`src/rtl/tw_pkg.sv`:
```
`timescale 1ns/1ps
package tw_pkg;
    localparam int unsigned DIV_W  = 15;
    localparam int unsigned PORT_W = 4;
    localparam int unsigned WORD_W = DIV_W + PORT_W;
    localparam int unsigned CNT_W  = $clog2(WORD_W + 2);
    localparam logic [1:0]  MODE_SHORT = 2'd3;
endpackage

```
`src/rtl/tw_sync.sv`:
```
`timescale 1ns/1ps
module tw_sync #(
    parameter int unsigned WIDTH  = 3,
    parameter int unsigned STAGES = 2
) (
    input  logic             clk,
    input  logic             rst_n,
    input  logic [WIDTH-1:0] async_i,
    output logic [WIDTH-1:0] sync_o
);
    typedef struct packed {
        logic [STAGES-1:0][WIDTH-1:0] chain;
    } sync_t;

    sync_t sync_d, sync_q;

    always_comb begin
        sync_d = sync_q;
        sync_d.chain[0] = async_i;
        for (int i = 1; i < int'(STAGES); i++) begin
            sync_d.chain[i] = sync_q.chain[i-1];
        end
    end

    always_ff @(posedge clk or negedge rst_n) begin
        if (!rst_n) sync_q <= '0;
        else        sync_q <= sync_d;
    end

    assign sync_o = sync_q.chain[STAGES-1];
endmodule

```
`src/rtl/tw_shift.sv`:
```
`timescale 1ns/1ps
module tw_shift #(
    parameter int unsigned WORD_W = tw_pkg::WORD_W,
    parameter int unsigned CNT_W  = tw_pkg::CNT_W
) (
    input  logic              clk,
    input  logic              rst_n,
    input  logic              en_i,
    input  logic              bclk_i,
    input  logic              data_i,
    output logic [WORD_W-1:0] word_o,
    output logic [CNT_W-1:0]  cnt_o,
    output logic              fall_o
);
    typedef struct packed {
        logic [WORD_W-1:0] word;
        logic [CNT_W-1:0]  cnt;
        logic              en_prev;
        logic              clk_prev;
    } shift_t;

    shift_t sh_d, sh_q;

    always_comb begin
        sh_d          = sh_q;
        sh_d.en_prev  = en_i;
        sh_d.clk_prev = bclk_i;
        if (en_i && !sh_q.en_prev) begin
            sh_d.cnt = '0;
        end else if (en_i && bclk_i && !sh_q.clk_prev) begin
            sh_d.word = {sh_q.word[WORD_W-2:0], data_i};
            if (sh_q.cnt != '1) sh_d.cnt = sh_q.cnt + 1'b1;
        end
    end

    always_ff @(posedge clk or negedge rst_n) begin
        if (!rst_n) sh_q <= '0;
        else        sh_q <= sh_d;
    end

    assign word_o = sh_q.word;
    assign cnt_o  = sh_q.cnt;
    assign fall_o = sh_q.en_prev & ~en_i;


    gated_shift_chk: assert property (@(posedge clk) disable iff (!rst_n)
        !en_i |=> $stable(sh_q.word));

    count_restart_chk: assert property (@(posedge clk) disable iff (!rst_n)
        (en_i && !sh_q.en_prev) |=> (sh_q.cnt == '0));
endmodule

```
`src/rtl/tw_hold.sv`:
```
`timescale 1ns/1ps
module tw_hold #(
    parameter int unsigned DIV_W  = tw_pkg::DIV_W,
    parameter int unsigned PORT_W = tw_pkg::PORT_W,
    parameter int unsigned WORD_W = tw_pkg::WORD_W,
    parameter int unsigned CNT_W  = tw_pkg::CNT_W
) (
    input  logic              clk,
    input  logic              rst_n,
    input  logic              commit_i,
    input  logic [1:0]        mode_i,
    input  logic [WORD_W-1:0] word_i,
    input  logic [CNT_W-1:0]  cnt_i,
    output logic [DIV_W-1:0]  div_o,
    output logic [PORT_W-1:0] oe_n_o
);
    localparam logic [CNT_W-1:0] LEN_LONG  = CNT_W'(WORD_W);
    localparam logic [CNT_W-1:0] LEN_SHORT = CNT_W'(WORD_W - 1);

    typedef struct packed {
        logic [DIV_W-1:0]  div;
        logic [PORT_W-1:0] ports;
    } hold_t;

    hold_t hd_d, hd_q;
    logic  short_mode;
    logic  len_ok;

    always_comb begin
        short_mode = (mode_i == tw_pkg::MODE_SHORT);
        len_ok     = short_mode ? (cnt_i == LEN_SHORT) : (cnt_i == LEN_LONG);
        hd_d       = hd_q;
        if (commit_i && len_ok) begin
            hd_d.ports = word_i[PORT_W-1:0];
            if (short_mode) hd_d.div = {1'b0, word_i[WORD_W-2:PORT_W]};
            else            hd_d.div = word_i[WORD_W-1:PORT_W];
        end
    end

    always_ff @(posedge clk or negedge rst_n) begin
        if (!rst_n) hd_q <= '0;
        else        hd_q <= hd_d;
    end

    assign div_o  = hd_q.div;
    assign oe_n_o = ~hd_q.ports;


    bad_len_drop_chk: assert property (@(posedge clk) disable iff (!rst_n)
        (commit_i && cnt_i != LEN_LONG && cnt_i != LEN_SHORT)
        |=> ($stable(hd_q.div) && $stable(hd_q.ports)));

    short_top_zero_chk: assert property (@(posedge clk) disable iff (!rst_n)
        (commit_i && mode_i == tw_pkg::MODE_SHORT && cnt_i == LEN_SHORT)
        |=> (hd_q.div[DIV_W-1] == 1'b0));
endmodule

```
`src/rtl/tw_ctrl_loader.sv`:
```
`timescale 1ns/1ps
module tw_ctrl_loader #(
    parameter int unsigned DIV_W       = tw_pkg::DIV_W,
    parameter int unsigned PORT_W      = tw_pkg::PORT_W,
    parameter int unsigned SYNC_STAGES = 2
) (
    input  logic              clk,
    input  logic              rst_n,
    input  logic              bus_clk_i,
    input  logic              bus_data_i,
    input  logic              bus_en_i,
    input  logic [1:0]        mode_i,
    output logic [DIV_W-1:0]  divisor_o,
    output logic [PORT_W-1:0] port_oe_n_o
);
    localparam int unsigned WORD_W = DIV_W + PORT_W;
    localparam int unsigned CNT_W  = $clog2(WORD_W + 2);

    logic [2:0]        bus_s;
    logic [WORD_W-1:0] word;
    logic [CNT_W-1:0]  cnt;
    logic              fall;

    tw_sync #(.WIDTH(3), .STAGES(SYNC_STAGES)) i_sync (
        .clk(clk), .rst_n(rst_n),
        .async_i({bus_en_i, bus_clk_i, bus_data_i}),
        .sync_o(bus_s)
    );

    tw_shift #(.WORD_W(WORD_W), .CNT_W(CNT_W)) i_shift (
        .clk(clk), .rst_n(rst_n),
        .en_i(bus_s[2]), .bclk_i(bus_s[1]), .data_i(bus_s[0]),
        .word_o(word), .cnt_o(cnt), .fall_o(fall)
    );

    tw_hold #(.DIV_W(DIV_W), .PORT_W(PORT_W), .WORD_W(WORD_W), .CNT_W(CNT_W)) i_hold (
        .clk(clk), .rst_n(rst_n),
        .commit_i(fall), .mode_i(mode_i), .word_i(word), .cnt_i(cnt),
        .div_o(divisor_o), .oe_n_o(port_oe_n_o)
    );


    hold_while_shift_chk: assert property (@(posedge clk) disable iff (!rst_n)
        bus_s[2] |=> ($stable(divisor_o) && $stable(port_oe_n_o)));
endmodule

```
`config.mk`:
```
export PLATFORM = sky130hd
export DESIGN_NAME = tw_ctrl_loader
export DESIGN_NICKNAME = d
export VERILOG_FILES = /design/src/rtl/tw_pkg.sv /design/src/rtl/tw_sync.sv /design/src/rtl/tw_shift.sv /design/src/rtl/tw_hold.sv /design/src/rtl/tw_ctrl_loader.sv
export SDC_FILE = /design/constraint.sdc
export NUM_CORES = 1
export LEC_CHECK = 0
export ABC_AREA = 1
export ABC_CLOCK_PERIOD_IN_PS = 1600
export BUFFER_PORTS_ARGS = -buffer_cell sky130_fd_sc_hd__buf_4
export CORE_MARGIN = 5
export CORE_UTILIZATION = 40
export DETAILED_ROUTE_END_ITERATION = 6
export PLACE_DENSITY = 0.62
export SKIP_LAST_GASP = 1
export SLEW_MARGIN = 15
export SYNTH_ARGS = -nofsm -noshare
export SYNTH_HDL_FRONTEND = slang
export SYNTH_SLANG_ARGS = --single-unit
```
`constraint.sdc`:
```
create_clock -name clk -period 1.6 [get_ports clk]
set_input_delay 0.08 -clock clk [delete_from_list [all_inputs] [get_ports clk]]
set_output_delay 0.08 -clock clk [all_outputs]
set_load 0.01 [all_outputs]
```
==> run metrics <==
Routability Congestion=0.744; Leak=1.37 nW; HP Class=input pin to register; async set or reset register ratio after synthesis=100%; antenna violations before repair=0; post-route ant nets=0; Slew Limit Fails=0; most frequent cell after synthesis=nand2_1; # clock sinks=51; Rel. slew slack=58.0%; Vias/cell=4.60; Top cell by count, worst path=nand2_1; grt ovf=0; Worst-Skew Late Latency=0.30 ns; CP endpoint kind=register; Tcrit/Tclk final=90.0%; Setup Skew=0.00841 ns; vias in the first global route=1581; layout cells sized above 1=18.8%; Area after DPL=2360 um^2; crit path cell chain=ha_1 > nand2_1 > nor2_1 > ha_1 > inv_1 > a21oi_2 > nand2_1 > nand2_1; die width=83.9 um; number of max-cap violations=0; Setup-failing EPs final=0; cell taking the most area after synthesis=dfrtp_1; Tmin final=1.44 ns; first-pass GRT wire length=7.04 mm; outcome=completed; Max stage delay cell, worst path=dfrtp_2; CTS Root Cell=clkbuf_8; Rows=27; Post-synth EDFFs=0; Core Region=5410 um^2; Worst-path clk slew=0.08 ns; critical path type=register to register; initial core utilization=40.5%; Synth area leaders=dfrtp_1 58%, nand2_1 15%, nand3_1 9.4%; drt wl/cell=11.7 um; Vias=1527; required time worst endpoint=1.84 ns; Top FF cell, synth=dfrtp_1; DR iter-0 viols=144; CTS tree=built; Seq cells post-synth=51; ant diodes=0; Synth Cell Area=2190 um^2; sequential-to-total area share from yosys stat=58.4%; fmax=0.694 GHz; Worst path max stage delay=0.42 ns; Post CTS Setup Buffer Count=0; area share of the largest cell type after synthesis=58.4%; DRT Wirelength=3.88 mm; cts bufs inserted=5; Gate Count Post-Synth=241; final hold vios=0; gr usage total=12.2%; Critical Path AT=1.68 ns; DRC Markers=0; P&R area growth vs syn=14.7%; Crit Path Max Fanout=5; clock tree buffer depth=2; Distinct cells, synth=22; IO buf count=25; die area=7050 um^2; die height=83.9 um; warnings from Yosys=0; WHS=0.164 ns; largest net degree at the start of global routing=52; Peak supply drop=0.000383 V; final instance area=2510 um^2; Post-DP HPWL=2.56 mm; syn nets=250; Final Total Pwr=0.00243 W; worst slew pin tran=0.631 ns; H-tree depth=2; drt pass-1 iters=4; critical path launch point type=register; # IOs=26; Syn Area/Cell=9.08 um^2; fin cells=332; Pwr Density=970 nW/um^2; # nets final=269; Placed Instances=321; top cells by count, synth=89 x nand2_1, 51 x dfrtp_1, 41 x nand3_1, 15 x buf_4, 12 x inv_1
[where the power goes]
part / switching, W / total [W] / internal [W]
clock network: 0.000415 / 0.000873 / 0.000457
logic: 0.000109 / 0.000167 / 0.0000579
registers: 0.0000477 / 0.00139 / 0.00135
total: 0.000572 / 0.00243 / 0.00186
[layer usage]
layer  part of all wire [%]  global-route usage [%]  up-vias
met4                    1.5                    4.53        0
met2                     48                    19.2       24
met1                     46                    15.5      710
li1                       -                       -      787
met3                    4.8                    4.34        6
met5                      0                       0        -
[sequential cells by signal, summed over array words and instances, names as in the netlist]
signal          cells
i_hold.div_o       15
i_shift.cnt_o       5
i_sync.sync_d       3
i_hold.hd_q         4
i_shift.word_o     19
i_shift.sh_q        2
i_sync.sync_o       3
[worst max-delay path, delay by kind of cell (launching register included)]
kind                     cells  cell delay (ns)
AO/OA/AOI/OAI                1             0.21
buffers and inverters        1             0.09
AND/OR/NAND/NOR              4             0.29
adder cells (fa/ha/maj)      2             0.37
flip-flops                   1             0.42
[logic make-up after synthesis]
group,share of synthesized area [%]
AND/OR/NAND/NOR,29.1
flip-flops,58.4
AO/OA/AOI/OAI,1.26
XOR/XNOR,0.401
buffers and inverters,9.78
adder cells (fa/ha/maj),1.14
[what timing repair did]
item	in CTS	in global routing
hold buffers	4	0
endpoints found under the setup margin	0	4
gates resized for setup	0	3
hold endpoints to repair	54	0
[path summary, 6_finish.rpt]
check                            startpoint               end  slack [ns]  cells past startpoint
setup / recovery           i_shift.cnt_o[1]  i_shift.cnt_o[2]        0.16                      8
hold / removal                    mode_i[1]  i_hold.div_o[14]        0.16                      6
hold reg to reg            i_sync.sync_d[5]  i_sync.sync_o[2]        0.35                      0
setup reg to reg           i_shift.cnt_o[1]  i_shift.cnt_o[2]        0.16                      8
max in group asynchronous             rst_n  i_shift.cnt_o[1]        0.83                      2
min in group asynchronous             rst_n  i_shift.cnt_o[4]        0.33                      2
[cells in the final DEF, fill, tap and decap left out]
cell           instances
o21ai_0                1
buf_4                 32
xor2_1                 1
nor2_1                 5
ha_1                   2
bufinv_16              1
nand3_4                1
a21oi_2                1
nand2_2                3
nand4_1                4
dfrtp_2                2
dfrtp_1               49
o21bai_1               1
o21ai_1                1
inv_1                 12
nand3_1               41
clkinvlp_4             1
dlygate4sd3_1          4
nor3_4                 1
nand2_1               89
a21oi_1                1
inv_2                  2
clkbuf_8               5
[area by class of cell]
| type | count | area [um^2] |
|---|---|---|
| fillers | 552 | 2900 |
| inverters | 14 | 52.6 |
| flip-flops and latches | 51 | 1280 |
| clock inverters | 2 | 37.5 |
| repair buffers | 36 | 280 |
| clock buffers | 5 | 68.8 |
| multi-input cells | 152 | 701 |
| well taps | 72 | 90.1 |
[per-stage QoR]
stage	util [%]	setup TNS, ns	setup WS [ns]
2_1_floorplan	-	0	0.242
3_3_place_gp	43.6	0	0.102
3_5_place_dp	43.6	0	0.0615
4_1_cts	46.3	0	0.0322
5_1_grt	46.4	-0.0930	-0.0352
6_report	46.4	0	0.160
Power figures use the tool's default switching activity.
